File: src/rtl/dma_rd_realign_pkg.sv
package dma_rd_realign_pkg;
  localparam int BYTE_W     = 8;
  localparam int WORD_BYTES = 4;
  localparam int WORD_W     = BYTE_W * WORD_BYTES;

  // Join the upper three bytes of the previous bus word with the head of the
  // current one, starting at byte offset off (lane n = address offset n).
  function automatic logic [WORD_W-1:0] realign(
      input logic [WORD_W-BYTE_W-1:0] hold,
      input logic [WORD_W-1:0]        cur,
      input logic [1:0]               off);
    logic [WORD_W-1:0] r;
    case (off)
      2'd1:    r = {cur[7:0],  hold[23:0]};
      2'd2:    r = {cur[15:0], hold[23:8]};
      2'd3:    r = {cur[23:0], hold[23:16]};
      default: r = cur;
    endcase
    return r;
  endfunction
endpackage

File: src/rtl/rlgn_burst_gen.sv
module rlgn_burst_gen #(
  parameter int ADDR_W      = 32,
  parameter int LEN_W       = 8,
  parameter int CACHE_WORDS = 8
) (
  input  logic              clk,
  input  logic              rst,
  input  logic              start,
  input  logic [ADDR_W-3:0] start_widx,
  input  logic [LEN_W:0]    total_beats,
  input  logic              split,
  output logic              req_valid,
  input  logic              req_ready,
  output logic [ADDR_W-1:0] req_addr,
  output logic [LEN_W:0]    req_len
);
  localparam int BEAT_W = LEN_W + 1;
  localparam int CW_LOG = (CACHE_WORDS > 1) ? $clog2(CACHE_WORDS) : 1;

  logic              active_q;
  logic              split_q;
  logic [ADDR_W-3:0] widx_q;
  logic [BEAT_W-1:0] left_q;
  logic [BEAT_W-1:0] room;
  logic [BEAT_W-1:0] chunk;

  always_comb begin
    room  = BEAT_W'(CACHE_WORDS) - BEAT_W'(widx_q[CW_LOG-1:0]);
    chunk = (split_q && (room < left_q)) ? room : left_q;
  end

  assign req_valid = active_q;
  assign req_addr  = {widx_q, 2'b00};
  assign req_len   = chunk;

  always_ff @(posedge clk) begin
    if (rst) begin
      active_q <= 1'b0;
      split_q  <= 1'b0;
      widx_q   <= '0;
      left_q   <= '0;
    end else if (start) begin
      active_q <= 1'b1;
      split_q  <= split;
      widx_q   <= start_widx;
      left_q   <= total_beats;
    end else if (active_q && req_ready) begin
      widx_q   <= widx_q + (ADDR_W-2)'(chunk);
      left_q   <= left_q - chunk;
      if (left_q == chunk) active_q <= 1'b0;
    end
  end
endmodule

File: src/rtl/rlgn_shifter.sv
module rlgn_shifter #(
  parameter int LEN_W = 8
) (
  input  logic        clk,
  input  logic        rst,
  input  logic        start,
  input  logic [1:0]  offset,
  input  logic [LEN_W:0] total_beats,
  input  logic        rsp_valid,
  output logic        rsp_ready,
  input  logic [31:0] rsp_data,
  output logic        out_valid,
  input  logic        out_ready,
  output logic [31:0] out_data,
  output logic        out_last
);
  import dma_rd_realign_pkg::*;

  logic [1:0]     off_q;
  logic           first_q;
  logic [LEN_W:0] beats_q;
  logic [23:0]    hold_q;
  logic           take;

  assign rsp_ready = (beats_q != '0) && (!out_valid || out_ready);
  assign take      = rsp_valid && rsp_ready;

  always_ff @(posedge clk) begin
    if (rst) begin
      off_q     <= 2'd0;
      first_q   <= 1'b0;
      beats_q   <= '0;
      hold_q    <= '0;
      out_valid <= 1'b0;
      out_data  <= '0;
      out_last  <= 1'b0;
    end else begin
      if (out_valid && out_ready) out_valid <= 1'b0;
      if (start) begin
        off_q   <= offset;
        first_q <= (offset != 2'd0);
        beats_q <= total_beats;
      end else if (take) begin
        beats_q <= beats_q - 1'b1;
        hold_q  <= rsp_data[31:8];
        if (first_q) begin
          first_q <= 1'b0;
        end else begin
          out_valid <= 1'b1;
          out_data  <= realign(hold_q, rsp_data, off_q);
          out_last  <= (beats_q == (LEN_W+1)'(1));
        end
      end
    end
  end
endmodule

File: src/rtl/dma_rd_realign.sv
module dma_rd_realign #(
  parameter int ADDR_W      = 32,
  parameter int LEN_W       = 8,
  parameter int CACHE_WORDS = 8
) (
  input  logic              clk,
  input  logic              rst,
  input  logic              cmd_valid,
  output logic              cmd_ready,
  input  logic [ADDR_W-1:0] cmd_addr,
  input  logic [LEN_W-1:0]  cmd_words,
  input  logic              cmd_split,
  output logic              req_valid,
  input  logic              req_ready,
  output logic [ADDR_W-1:0] req_addr,
  output logic [LEN_W:0]    req_len,
  input  logic              rsp_valid,
  output logic              rsp_ready,
  input  logic [31:0]       rsp_data,
  output logic              out_valid,
  input  logic              out_ready,
  output logic [31:0]       out_data,
  output logic              out_last
);
  logic           busy_q;
  logic           cmd_fire;
  logic [LEN_W:0] total_beats;

  assign cmd_ready   = !busy_q;
  assign cmd_fire    = cmd_valid && !busy_q;
  assign total_beats = {1'b0, cmd_words} + (LEN_W+1)'(cmd_addr[1:0] != 2'd0);

  always_ff @(posedge clk) begin
    if (rst)                                  busy_q <= 1'b0;
    else if (cmd_fire)                        busy_q <= 1'b1;
    else if (out_valid && out_ready && out_last) busy_q <= 1'b0;
  end

  rlgn_burst_gen #(
    .ADDR_W(ADDR_W), .LEN_W(LEN_W), .CACHE_WORDS(CACHE_WORDS)
  ) u_gen (
    .clk(clk), .rst(rst), .start(cmd_fire),
    .start_widx(cmd_addr[ADDR_W-1:2]), .total_beats(total_beats),
    .split(cmd_split), .req_valid(req_valid), .req_ready(req_ready),
    .req_addr(req_addr), .req_len(req_len)
  );

  rlgn_shifter #(.LEN_W(LEN_W)) u_shift (
    .clk(clk), .rst(rst), .start(cmd_fire), .offset(cmd_addr[1:0]),
    .total_beats(total_beats), .rsp_valid(rsp_valid), .rsp_ready(rsp_ready),
    .rsp_data(rsp_data), .out_valid(out_valid), .out_ready(out_ready),
    .out_data(out_data), .out_last(out_last)
  );
endmodule

File: config.mk
export PLATFORM = sky130hd
export DESIGN_NAME = dma_rd_realign
export DESIGN_NICKNAME = d
export VERILOG_FILES = /design/src/rtl/dma_rd_realign_pkg.sv /design/src/rtl/rlgn_burst_gen.sv /design/src/rtl/rlgn_shifter.sv /design/src/rtl/dma_rd_realign.sv
export SDC_FILE = /design/constraint.sdc
export NUM_CORES = 1
export LEC_CHECK = 0
export BUFFER_PORTS_ARGS = -buffer_cell sky130_fd_sc_hd__buf_2
export CORE_MARGIN = 4
export CORE_UTILIZATION = 44
export DETAILED_ROUTE_END_ITERATION = 12
export PLACE_DENSITY = 0.77
export SETUP_SLACK_MARGIN = 0.02
export SLEW_MARGIN = 0
export SYNTH_ARGS = -nofsm -noshare
export SYNTH_HDL_FRONTEND = slang
export SYNTH_SLANG_ARGS = --single-unit
File: constraint.sdc
create_clock -name clk -period 3.6 [get_ports clk]
set_input_delay 0.18 -clock clk [delete_from_list [all_inputs] [get_ports clk]]
set_output_delay 0.18 -clock clk [all_outputs]
set_load 0.05 [all_outputs]
# Word level (Yosys, flattened, before mapping)
# Index checks and enable logic that the tools add are counted.
# op_classes
magnitude_cmp	1
n_bitwise	2
n_mux	19
addsub	5
eq_ne	5
n_reduce_logical	19
# op_table
cell	n
$pmux 32 s3	1
$mux 30	2
$mux 9	5
$add 30x9->30	1
$mux 1	11
$reduce_bool 2->1	5
$add 8x1->9	1
$eq 9x1->1 const B	1
$eq 9x9->1	1
$lt 9x9->1	1
$reduce_bool 9->1	1
$sub 9x1->9 const B	1
$sub 9x9->9	1
$logic_and 1x1->1	7
$sub 4x3->5 const A	1
$eq 2x2->1 const B	2
$reduce_and 2->1	2
$reduce_and 3->1	1
$eq 2x1->1 const B	1
$logic_not 1->1	2
$not 1->1	2
$logic_or 1x1->1	1
# totals
wordCells	63
regBits	112
input_bits	79
output_inout_bits	78

# Depth between registers and ports, before layout
# Gate-level depths: netlist of run 1.
# logic_depth
word_depth	8
depth_mapped	17
ltp_nobuf	17

# Cells and area by module
# Synthesis of run 1 repeated with hierarchy kept, for this count alone.
# unflattened
hier_cells	795
hier_area_um2	6977.9
# modules_own_cells
module	n_inst	seq_area_each_um2	cells_per_inst	area_per_inst_um2
rlgn_shifter	1	1401.3	387	3671.0
rlgn_burst_gen	1	820.8	385	3118.0
dma_rd_realign	1	20.0	23	188.9

# Worst setup path before layout of run 1
# Ideal clock, no wire load.
# synth_path
path_type	register to register
start	reg u_gen.widx_q[1]
end	reg u_gen.widx_q[18]
slack_ns	-1.391
arrival_ns	4.906
stages_incl_launch_ff	17
required_time_ns	3.514
setup_time_ns	0.086
n_path_buf	0
synth_period_minus_slack_ns	4.991
cell_sequence	dfxtp_1 inv_1 ha_1 ha_1 a21o_1 a21o_1 a21oi_1 o21ai_0 ha_1 inv_1 fa_1 nor2b_1 o211ai_1 a21boi_2 o2111ai_1 xor2_1 a211oi_1
# synth_between
elab_chain_len	7
# synth_lines
element	line_no	source
start: declaration	rlgn_burst_gen.sv:22	logic [ADDR_W-3:0] widx_q;
start signal: assignment	rlgn_burst_gen.sv:45	widx_q <= start_widx;
start signal: assignment	rlgn_burst_gen.sv:48	widx_q <= widx_q + (ADDR_W-2)'(chunk);
$sub 4x3->5	rlgn_burst_gen.sv:28	room = BEAT_W'(CACHE_WORDS) - BEAT_W'(widx_q[CW_LOG-1:0]);
$lt 9x9->1	rlgn_burst_gen.sv:29	chunk = (split_q && (room < left_q)) ? room : left_q;
$logic_and 1x1->1	rlgn_burst_gen.sv:29	
$mux 9	rlgn_burst_gen.sv:29	
named net req_len[0]	dma_rd_realign.sv:16	output logic [LEN_W:0] req_len,
$add 30x9->30	rlgn_burst_gen.sv:48	
$mux 30	rlgn_burst_gen.sv:47	end else if (active_q && req_ready) begin
$mux 30	rlgn_burst_gen.sv:42	end else if (start) begin
# The timed path passes the listed nets, and every way through them passes these cells. The select of a mux whose other input is x is not followed.
# A chain may end at the register's enable or synchronous reset.

# Worst setup path in the final report of run 1
# layout_path
start	reg u_gen.widx_q[1]
end	reg u_gen.widx_q[11]
# layout_between
elab_chain_len	7
# layout_lines
element	line_no
$sub 4x3->5	rlgn_burst_gen.sv:28
$lt 9x9->1	rlgn_burst_gen.sv:29
$logic_and 1x1->1	rlgn_burst_gen.sv:29
$mux 9	rlgn_burst_gen.sv:29
$add 30x9->30 *	rlgn_burst_gen.sv:48
$mux 30 *	rlgn_burst_gen.sv:47
$mux 30 *	rlgn_burst_gen.sv:42
# Every way passes the cells marked *; elsewhere a longest branch is shown, timed or not. The select of a mux whose other input is x is not followed.

==> impl_metrics.py, run 1 <==
metrics = {
    "grt": {
        "track_usage": 0.197,
        "grt_max_degree": 86,
        "grt-ovfl-total": 0,
        "grt_pass1_wl_um": 27000,
        "antenna_found_initial": 1,
        "grt_pass1_vias": 5463,
    },
    "timing": {
        "fmax_ghz": 0.278,
        "finalHoldViolCount": 0,
        "setup_tns_ns": 0,
        "setup_viol": 0,
        "setup_ws_ns": 0.00647,
        "rsz0062_at_grt": "yes",
        "slew_violations": 0,
        "slew-limit-headroom": 0.361,
        "period_needed_ns": 3.59,
        "fin_crit_sh": 0.998,
        "finalClockSkew_ns": 0.00758,
        "tightest_slew_ns": 0.959,
        "timing.hold.ws_ns": 0.0302,
    },
    "die": {
        "coreArea_sq_mm": 0.0145,
        "chipWidth_um": 130,
        "io_pins": 157,
        "rows": 44,
        "fp.dieH_um": 130,
        "start_util": 0.449,
        "die_area_sq_mm": 0.0168,
    },
    "drt": {
        "wl_met3_um": 1040,
        "dr.pass1.iters": 5,
        "highest-signal-layer": "met5",
        "dr_total_vias": 6042,
        "ant_nets": 0,
        "viasPerCell": 5.59,
        "routedLengthMet1_um": 7560,
        "wl_per_cell_um": 15.7,
        "drt-initial-drc-count": 309,
        "dr_wl_met2_um": 8040,
        "wirelength_um": 17000,
        "drc_errors": 0,
    },
    "placement": {
        "pre_cts_ws_ns": -0.0759,
        "io_buffer_count": 154,
        "dpl.hpwl_um": 12100,
        "gp_congestion": 0.843,
        "dpl_cell_area_sq_mm": 0.00752,
        "place_inst": 1055,
    },
    "setup_path": {
        "r2r_end": "u_gen.widx_q[11]",
        "cpLargestDelayFamily": "compound AO/OA/AOI/OAI gates",
        "worst_path_largest_cell_delay_ns": 0.36,
        "crit_buf_inv": 4,
        "reg2reg_depth": 17,
        "required_ns": 3.87,
        "crit_path_cell_trace": "inv_4, ha_4, ha_4, a21o_1, a21o_1, a21oi_4, buf_4, mux2i_4, inv_4, ha_1, a21oi_2, nor2_1, o21ai_1, buf_2, a211oi_2, xnor2_1, a211oi_1",
        "cp_max_fo": 5,
        "rr_startpoint": "u_gen.widx_q[1]",
        "critPathSlowestCell": "dfxtp_4",
        "worstSetupPathType": "register to register",
        "worstPathArrival_ns": 3.86,
        "ff2ff_setup_slack_ns": 0.006,
        "cp-end-kind": "register",
        "crit_path_start_kind": "register",
    },
    "clock_tree": {
        "insertion_delay_ns": 0.36,
        "cts_tree": "built",
        "root_buffer": "clkbuf_16",
        "cts-hold-fix-buffers": 0,
        "htreeDepth": 3,
        "clockBufferDepth": 2,
        "cts_buffers": 9,
        "clkTransAtPathRegs_ns": 0.08,
        "clock-sinks": 112,
    },
    "power_and_ir_drop": {
        "pwr_density_cell_mw_per_mm2": 484,
        "power_mw": 3.91,
        "p_leak_nw": 3.27,
        "irDropWorstVdd_mv": 0.267,
    },
    "layout": {
        "fin_nets": 993,
        "utilization": 0.558,
        "syn_to_final_growth_pct": 24.3,
        "num-fill-cells": 1307,
        "final_area_sq_mm": 0.00808,
        "fin_cells": 1081,
        "layout-drive-gt1-share": 0.318,
    },
    "synthesis": {
        "ys_seq_area_frac": 0.345,
        "syn_area_sq_mm": 0.00650,
        "ys_ff_latch": 112,
        "synth_ff_type": "dfxtp_1",
        "yosys_warnings": 0,
        "syn_avg_cell_area_sq_um": 8.74,
        "syn_inst": 744,
        "ys_async_sr_fraction": 0,
        "synth_edf_count": 0,
        "ys_types": 59,
    },
    "worst_hold_path": {
        "min_to": "u_gen.widx_q[8]",
        "min_path_type": "input port to register",
        "min-delay-start": "cmd_addr[10]",
        "worstHoldPathCells": 3,
    },
    "outcome": {
        "run_status": "completed",
    },
    "run": {
        "drv_cap": 0,
    },
}
==> worst reg2reg max path, stage by stage (launching register included) <==
cell,delay (ns)
dfxtp_4,0.36
inv_4,0.04
ha_4,0.28
ha_4,0.19
a21o_1,0.15
a21o_1,0.18
a21oi_4,0.27
buf_4,0.18
mux2i_4,0.32
inv_4,0.04
ha_1,0.29
a21oi_2,0.20
nor2_1,0.09
o21ai_1,0.21
buf_2,0.23
a211oi_2,0.09
xnor2_1,0.14
a211oi_1,0.24
==> Yosys cell counts (all sizes together), types with 4 or more instances <==
| cell type | instances | area share |
|---|---|---|
| a211oi | 30 | 0.035 |
| a21o | 6 | 0.0069 |
| a21oi | 41 | 0.032 |
| a311oi | 5 | 0.0094 |
| a31oi | 4 | 0.0038 |
| and3 | 6 | 0.0058 |
| buf | 17 | 0.020 |
| clkbuf | 34 | 0.020 |
| dfxtp | 112 | 0.34 |
| ha | 21 | 0.040 |
| inv | 23 | 0.013 |
| mux2i | 28 | 0.043 |
| mux4 | 32 | 0.11 |
| nand2 | 51 | 0.029 |
| nand3 | 17 | 0.013 |
| nand4 | 6 | 0.0058 |
| nor2 | 140 | 0.081 |
| nor2b | 9 | 0.0087 |
| nor3 | 45 | 0.037 |
| o2111ai | 4 | 0.0054 |
| o211ai | 11 | 0.013 |
| o21ai | 21 | 0.016 |
| or3 | 5 | 0.0048 |
| xnor2 | 20 | 0.027 |
| xor2 | 13 | 0.018 |
==> sequential cells by signal, indices dropped and copies added (netlist names) <==
signal	count
u_shift.off_q	2
busy_q	1
u_shift.out_last	1
u_shift.out_data	32
u_gen.left_q	9
u_shift.first_q	1
u_gen.req_valid	1
u_gen.widx_q	30
u_gen.split_q	1
u_shift.beats_q	9
u_shift.hold_q	24
u_shift.out_valid	1
==> placed cells by master (no fill, tap or decap), types with 3 or more instances in the layout <==
master	count
xnor2_1	19
nand4_1	6
dfxtp_1	108
nand2b_1	3
a211oi_1	23
ha_4	6
o21ai_1	5
o21a_1	3
buf_4	30
ha_1	15
mux2i_1	25
inv_2	4
and3_1	6
nor4_1	3
o21ai_0	14
nand3_1	17
nor2_1	139
nor3_1	41
inv_1	17
o211ai_1	11
and4_1	3
nor2b_1	7
a211oi_2	6
mux4_2	32
a21oi_1	38
inv_6	3
a21o_1	6
clkbuf_16	9
a311oi_1	4
xor2_1	13
a31oi_1	4
or3_1	5
nand2_1	49
buf_2	154
==> kinds of logic after synthesis <==
group	count (synthesis)	share of synthesized area
adders and majority gates	23	0.0466
and+or+nand+nor	297	0.206
DFF	112	0.345
AOI/OAI and AO/OA	144	0.150
buffers and inverters	74	0.0529
muxes	60	0.154
other	1	0.000577
xor gates and xnor gates	33	0.0445
==> area by class of cell <==
class	count	area, sq um	share of cell area
multi-input cells	559	4180	0.517
flip-flops and latches	112	2250	0.279
repair buffers	186	1020	0.126
clock buffers	10	239	0.0296
well taps	184	230	0.0285
inverters	23	91.3	0.0113
clock inverters	6	67.6	0.00836
diodes	1	2.50	0.000310
==> worst max-delay path by stage <==
stage                         start                to  slack (ns)  cells after the start
floorplan           u_gen.widx_q[0]  u_gen.widx_q[18]       -0.12                     17
global placement    u_gen.widx_q[1]   u_gen.widx_q[8]        0.05                     15
detailed placement  u_gen.widx_q[1]   u_gen.left_q[8]       -0.08                     17
CTS                 u_gen.widx_q[1]  u_gen.widx_q[16]        0.04                     18
global route        u_gen.widx_q[1]   u_gen.widx_q[6]       -0.15                     17
finish              u_gen.widx_q[1]  u_gen.widx_q[11]       0.006                     17
==> routing by layer <==
layer / up-vias / track usage
met4: 2 / 0.0648
met3: 29 / 0.0462
met2: 180 / 0.312
li1: 2964 / -
met1: 2867 / 0.267
met5: - / 0
==> power by group <==
part	switching (mW)	internal (mW)
clock	0.513	0.514
combinational	0.885	0.500
sequential	0.125	1.38
total	1.52	2.39
==> repair_timing <==
item,in CTS,in global routing
buffers inserted,2,6
setup endpoints to repair,10,29
pin swaps,1,16
resized for setup,2,39
endpoints found under the hold margin,0,0
cloned,0,1
Note: power is estimated with default switching activity, not from simulation.
==> run 2: changes to the inputs <==
--- a/config.mk
+++ b/config.mk
@@ -10,6 +10,7 @@
 export CORE_UTILIZATION = 44
 export DETAILED_ROUTE_END_ITERATION = 12
 export PLACE_DENSITY = 0.77
+export RECOVER_POWER = 100
 export SETUP_SLACK_MARGIN = 0.02
 export SLEW_MARGIN = 0
 export SYNTH_ARGS = -nofsm -noshare
==> impl_metrics.py, run 2 (synthesized netlist as in run 1, its figures left out) <==
metrics = {
    "setup_path": {
        "worst_path_largest_cell_delay_ns": 0.36,
        "reg2reg_depth": 17,
        "crit_path_start_kind": "register",
        "worstSetupPathType": "register to register",
        "ff2ff_setup_slack_ns": -0.01,
        "crit_path_cell_trace": "inv_4, ha_4, ha_4, a21o_1, a21o_1, a21oi_4, buf_4, mux2i_4, inv_4, ha_1, a21oi_2, nor2_1, o21ai_1, buf_2, a211oi_2, xnor2_1, a211oi_1",
        "cp_max_fo": 5,
        "cp-end-kind": "register",
        "critPathSlowestCell": "dfxtp_4",
        "worstPathArrival_ns": 3.88,
        "required_ns": 3.87,
    },
    "drt": {
        "ant_nets": 0,
        "routedLengthMet1_um": 7620,
        "wl_met3_um": 1040,
        "drc_errors": 0,
        "wl_per_cell_um": 15.7,
        "viasPerCell": 5.55,
        "wirelength_um": 17000,
        "dr.pass1.iters": 5,
        "dr_total_vias": 5995,
        "dr_wl_met2_um": 7970,
        "highest-signal-layer": "met5",
        "drt-initial-drc-count": 316,
    },
    "worst_hold_path": {
        "min_path_type": "input port to register",
        "worstHoldPathCells": 3,
    },
    "clock_tree": {
        "cts_tree": "built",
        "cts_buffers": 9,
        "root_buffer": "clkbuf_16",
        "htreeDepth": 3,
        "clkTransAtPathRegs_ns": 0.08,
        "cts-hold-fix-buffers": 0,
        "insertion_delay_ns": 0.36,
        "clock-sinks": 112,
        "clockBufferDepth": 2,
    },
    "grt": {
        "grt_max_degree": 86,
        "grt_pass1_vias": 5463,
        "antenna_found_initial": 1,
        "track_usage": 0.197,
        "grt-ovfl-total": 0,
        "grt_pass1_wl_um": 27000,
    },
    "timing": {
        "slew_violations": 0,
        "rsz0062_at_grt": "yes",
        "fmax_ghz": 0.277,
        "period_needed_ns": 3.61,
        "timing.hold.ws_ns": 0.0319,
        "fin_crit_sh": 1.00,
        "finalClockSkew_ns": 0.00590,
        "setup_ws_ns": -0.0123,
        "setup_viol": 3,
        "slew-limit-headroom": 0.179,
        "finalHoldViolCount": 0,
        "tightest_slew_ns": 1.22,
    },
    "run": {
        "drv_cap": 0,
    },
    "layout": {
        "largest_reg_flops": 32,
        "utilization": 0.549,
        "area.sequential_sq_mm": 0.00225,
        "syn_to_final_growth_pct": 22.3,
        "top_regs": "u_shift.out_data (32), u_gen.widx_q (30), u_shift.hold_q (24)",
        "final_common_cell": "nor2_1",
        "largest_register": "u_shift.out_data",
        "final_cell_mix": "139 x nor2_1, 108 x dfxtp_1, 83 x buf_2",
        "layout-drive-gt1-share": 0.234,
        "num-fill-cells": 1359,
        "final_area_sq_mm": 0.00795,
        "fin_nets": 993,
        "multi_input_area_sq_mm": 0.00414,
    },
    "power_and_ir_drop": {
        "irDropWorstVdd_mv": 0.267,
        "p_leak_nw": 2.98,
        "power_mw": 3.87,
        "pwr_density_cell_mw_per_mm2": 487,
    },
    "die": {
        "coreArea_sq_mm": 0.0145,
        "rows": 44,
        "io_pins": 157,
        "chipWidth_um": 130,
        "fp.dieH_um": 130,
        "start_util": 0.449,
        "die_area_sq_mm": 0.0168,
    },
    "placement": {
        "gp_congestion": 0.843,
        "dpl.hpwl_um": 12100,
        "io_buffer_count": 154,
        "dpl_cell_area_sq_mm": 0.00752,
    },
    "outcome": {
        "run_status": "complete, but fails checks",
        "failed_checks": "negative setup slack",
    },
}
-- run 2: changes by cell type in the layout (fill, tap and decap cells not counted), sizes merged --
cell,previous run,this run
buf,186,114
clkbuf,10,82
-- run 2: repair_timing --
action                     4_1_cts  5_1_grt
setup buffers                    2        6
resized for setup                2       39
gates cloned                     0        1
setup endpoints to repair       10       29
pin swaps                        1       16
-- run 2: metrics by stage --
stage,TNS (ns),instances,setup WS (ns)
4_1_cts,0,1073,0.0374
3_3_place_gp,0,1055,0.0516
5_1_grt,-1.73,1080,-0.153
2_1_floorplan,-0.971,745,-0.124
6_report,-0.0277,1081,-0.0123
3_5_place_dp,-0.208,1055,-0.0759
-- run 2: cell type report --
type                    count  share of cell area
diodes                      1            0.000315
clock buffers              10              0.0301
clock inverters             6             0.00850
inverters                  23              0.0115
multi-input cells         559               0.521
flip-flops and latches    112               0.283
well taps                 184              0.0290
repair buffers            186               0.117
-- run 2: routing by layer --
metal / vias to the layer above / GRT usage
met3: 27 / 0.0462
li1: 2956 / -
met1: 2839 / 0.267
met4: 2 / 0.0648
met2: 171 / 0.312
met5: - / 0
-- run 2: final timing paths --
| path | startpoint | to |
|---|---|---|
| max | u_gen.widx_q[1] | u_gen.widx_q[11] |
| min | cmd_addr[10] | u_gen.widx_q[8] |
| max reg2reg | u_gen.widx_q[1] | u_gen.widx_q[11] |
| min reg2reg | u_gen.left_q[5] | u_gen.left_q[5] |
-- run 2: critical path, delay by kind of cell (launching register included) --
kind	cells	cell delay [ns]
multiplexers	1	0.32
flip-flops	1	0.36
buffers and inverters	4	0.49
AND/OR/NAND/NOR	1	0.09
adder cells (fa/ha/maj)	3	0.76
AO/OA/AOI/OAI	7	1.35
XOR/XNOR	1	0.14
-- run 2: power by group --
group          internal (mW)  switching [mW]
combinational          0.465           0.878
sequential              1.38           0.125
clock                  0.514           0.510
==> run 3: changes to the inputs <==
--- a/config.mk
+++ b/config.mk
@@ -5,11 +5,11 @@
 export SDC_FILE = /design/constraint.sdc
 export NUM_CORES = 1
 export LEC_CHECK = 0
-export BUFFER_PORTS_ARGS = -buffer_cell sky130_fd_sc_hd__buf_2
 export CORE_MARGIN = 4
 export CORE_UTILIZATION = 44
 export DETAILED_ROUTE_END_ITERATION = 12
-export PLACE_DENSITY = 0.77
+export DONT_BUFFER_PORTS = 1
+export PLACE_DENSITY = 0.68
 export RECOVER_POWER = 100
 export SETUP_SLACK_MARGIN = 0.02
 export SLEW_MARGIN = 0
==> impl_metrics.py, run 3 (synthesized netlist as in run 1, its figures left out) <==
metrics = {
    "layout": {
        "final_common_cell": "nor2_1",
        "final_cell_mix": "138 x nor2_1, 108 x dfxtp_1, 50 x nand2_1",
        "antenna-diode-count": 0,
        "utilization": 0.547,
        "num-fill-cells": 1292,
        "fin_cells": 988,
        "layout-drive-gt1-share": 0.180,
        "syn_to_final_growth_pct": 21.9,
        "fin_nets": 901,
        "top_regs": "u_shift.out_data (32), u_gen.widx_q (30), u_shift.hold_q (24)",
        "largest_register": "u_shift.out_data",
        "largest_reg_flops": 32,
    },
    "clock_tree": {
        "clock-sinks": 112,
        "clockBufferDepth": 2,
        "insertion_delay_ns": 0.36,
        "clkTransAtPathRegs_ns": 0.08,
        "cts_tree": "built",
        "root_buffer": "clkbuf_16",
        "cts_buffers": 9,
        "htreeDepth": 3,
    },
    "worst_hold_path": {
        "min_path_type": "input port to register",
    },
    "setup_path": {
        "worstSetupPathType": "register to register",
        "required_ns": 3.87,
        "worstPathArrival_ns": 4.01,
        "critPathSlowestCell": "dfxtp_4",
        "cp-end-kind": "register",
        "crit_path_frequent_cell": "ha_4",
        "worst_path_largest_cell_delay_ns": 0.36,
        "crit_path_start_kind": "register",
        "cp_max_fo": 6,
        "crit_path_cell_trace": "inv_2, ha_4, ha_4, a21o_1, a21o_1, a21oi_4, nand2_2, o21ai_4, ha_4, inv_2, fa_2, nor2b_2, o211ai_1, a21boi_2, buf_6, buf_12, o2111ai_2, xor2_1, a211oi_1",
    },
    "grt": {
        "grt_pass1_wl_um": 29500,
        "grt_pass1_vias": 5786,
        "grt-ovfl-total": 0,
        "track_usage": 0.218,
        "grt_max_degree": 90,
        "antenna_found_initial": 0,
    },
    "drt": {
        "wirelength_um": 19100,
        "wl_met3_um": 1560,
        "dr_wl_met2_um": 9070,
        "drt-initial-drc-count": 440,
        "drc_errors": 0,
        "routedLengthMet1_um": 7840,
        "dr.pass1.iters": 5,
        "wl_per_cell_um": 19.3,
        "dr_total_vias": 5920,
        "highest-signal-layer": "met4",
        "viasPerCell": 5.99,
        "ant_nets": 0,
    },
    "timing": {
        "finalHoldViolCount": 1,
        "timing.hold.ws_ns": -0.0158,
        "finalClockSkew_ns": 0.0131,
        "fin_crit_sh": 1.04,
        "rsz0062_at_grt": "yes",
        "slew-limit-headroom": 0.165,
        "setup_viol": 14,
        "setup_ws_ns": -0.139,
        "fmax_ghz": 0.267,
        "slew_violations": 0,
        "period_needed_ns": 3.74,
        "tightest_slew_ns": 1.24,
    },
    "outcome": {
        "run_status": "complete, but fails checks",
        "failed_checks": "negative hold slack, negative setup slack",
    },
    "power_and_ir_drop": {
        "p_sw_frac": 0.395,
        "power.share.clock": 0.263,
        "irDropWorstVdd_mv": 0.230,
        "comb_power_share": 0.276,
        "seqPwrFrac": 0.461,
        "power_switching_mw": 1.53,
        "pwr_density_cell_mw_per_mm2": 488,
        "p_int_mw": 2.34,
        "p_leak_nw": 2.86,
    },
    "placement": {
        "place_inst": 909,
        "dpl.hpwl_um": 12500,
        "gp_congestion": 0.896,
        "io_buffer_count": 0,
        "pre_cts_ws_ns": -0.182,
    },
    "die": {
        "start_util": 0.449,
        "fp.dieH_um": 130,
        "die_area_sq_mm": 0.0168,
        "coreArea_sq_mm": 0.0145,
        "chipWidth_um": 130,
        "rows": 44,
        "io_pins": 157,
    },
    "run": {
        "drv_cap": 0,
    },
}
## run 3: cell count changes in the layout (fill, tap and decap cells not counted), moves of 2 or more
cell           delta
buf_2            -83
clkbuf_1         -62
dlygate4sd3_1    +47
inv_8             +3
a2111oi_2         +2
ha_1              -2
ha_4              +2
inv_6             -2
o2111ai_2         +2
o21ai_2           +2
## run 3: power by group through the flow
stage	registers (mW)	clock network [mW]	logic, mW
floorplan	1.78	0	0.765
global placement	1.80	0	0.896
detailed placement	1.81	0	0.927
CTS	1.78	1.04	1.01
global route	1.80	1.09	1.16
finish	1.78	1.02	1.07
## run 3: layer usage
layer,up-vias,GRT usage
met5,-,0
met4,0,0.103
met3,50,0.0594
met2,263,0.343
met1,2827,0.280
li1,2780,-
## run 3: layout make-up
cell class / instances / area, sq um / share of cell area
clock inverters: 7 / 71.3 / 0.00900
flip-flops and latches: 112 / 2250 / 0.284
multi-input cells: 559 / 4210 / 0.531
clock buffers: 9 / 225 / 0.0284
repair buffers: 94 / 842 / 0.106
well taps: 184 / 230 / 0.0291
inverters: 23 / 91.3 / 0.0115
## run 3: critical path, delay by kind of cell, from the launching register on
| kind | cells | cell delay (ns) |
|---|---|---|
| AO/OA/AOI/OAI | 8 | 1.48 |
| adder cells (fa/ha/maj) | 4 | 0.99 |
| flip-flops | 1 | 0.36 |
| buffers and inverters | 4 | 0.33 |
| AND/OR/NAND/NOR | 2 | 0.29 |
| XOR/XNOR | 1 | 0.18 |
## run 3: final timing paths
path         cells after the start                to             from  slack [ns]
min reg2reg                      2   u_gen.left_q[5]  u_gen.left_q[5]        0.48
max                             19  u_gen.widx_q[26]  u_gen.widx_q[0]       -0.14
max reg2reg                     19  u_gen.widx_q[26]  u_gen.widx_q[0]       -0.14
min                              2   u_gen.widx_q[2]      cmd_addr[4]       -0.02
## run 3: repair_timing
item                                   4_1_cts  5_1_grt
endpoints found under the hold margin      108        1
setup endpoints to repair                   28       32
gates cloned                                 0        2
hold buffers                                48        1
pin swaps                                    5       18
setup buffers                                1       12
gates resized for setup                      6       47
## run 3: through the flow
stage	hold WS (ns)	TNS (ns)	power, mW	cell area [sq um]
floorplan	0.288	-0.971	2.54	6590
global placement	0.255	0	2.70	6820
detailed placement	0.257	-2.06	2.73	6820
CTS	0.000182	-0.0986	3.83	7660
global route	0.00357	-5.09	4.06	7920
finish	-0.0158	-1.24	3.86	7920
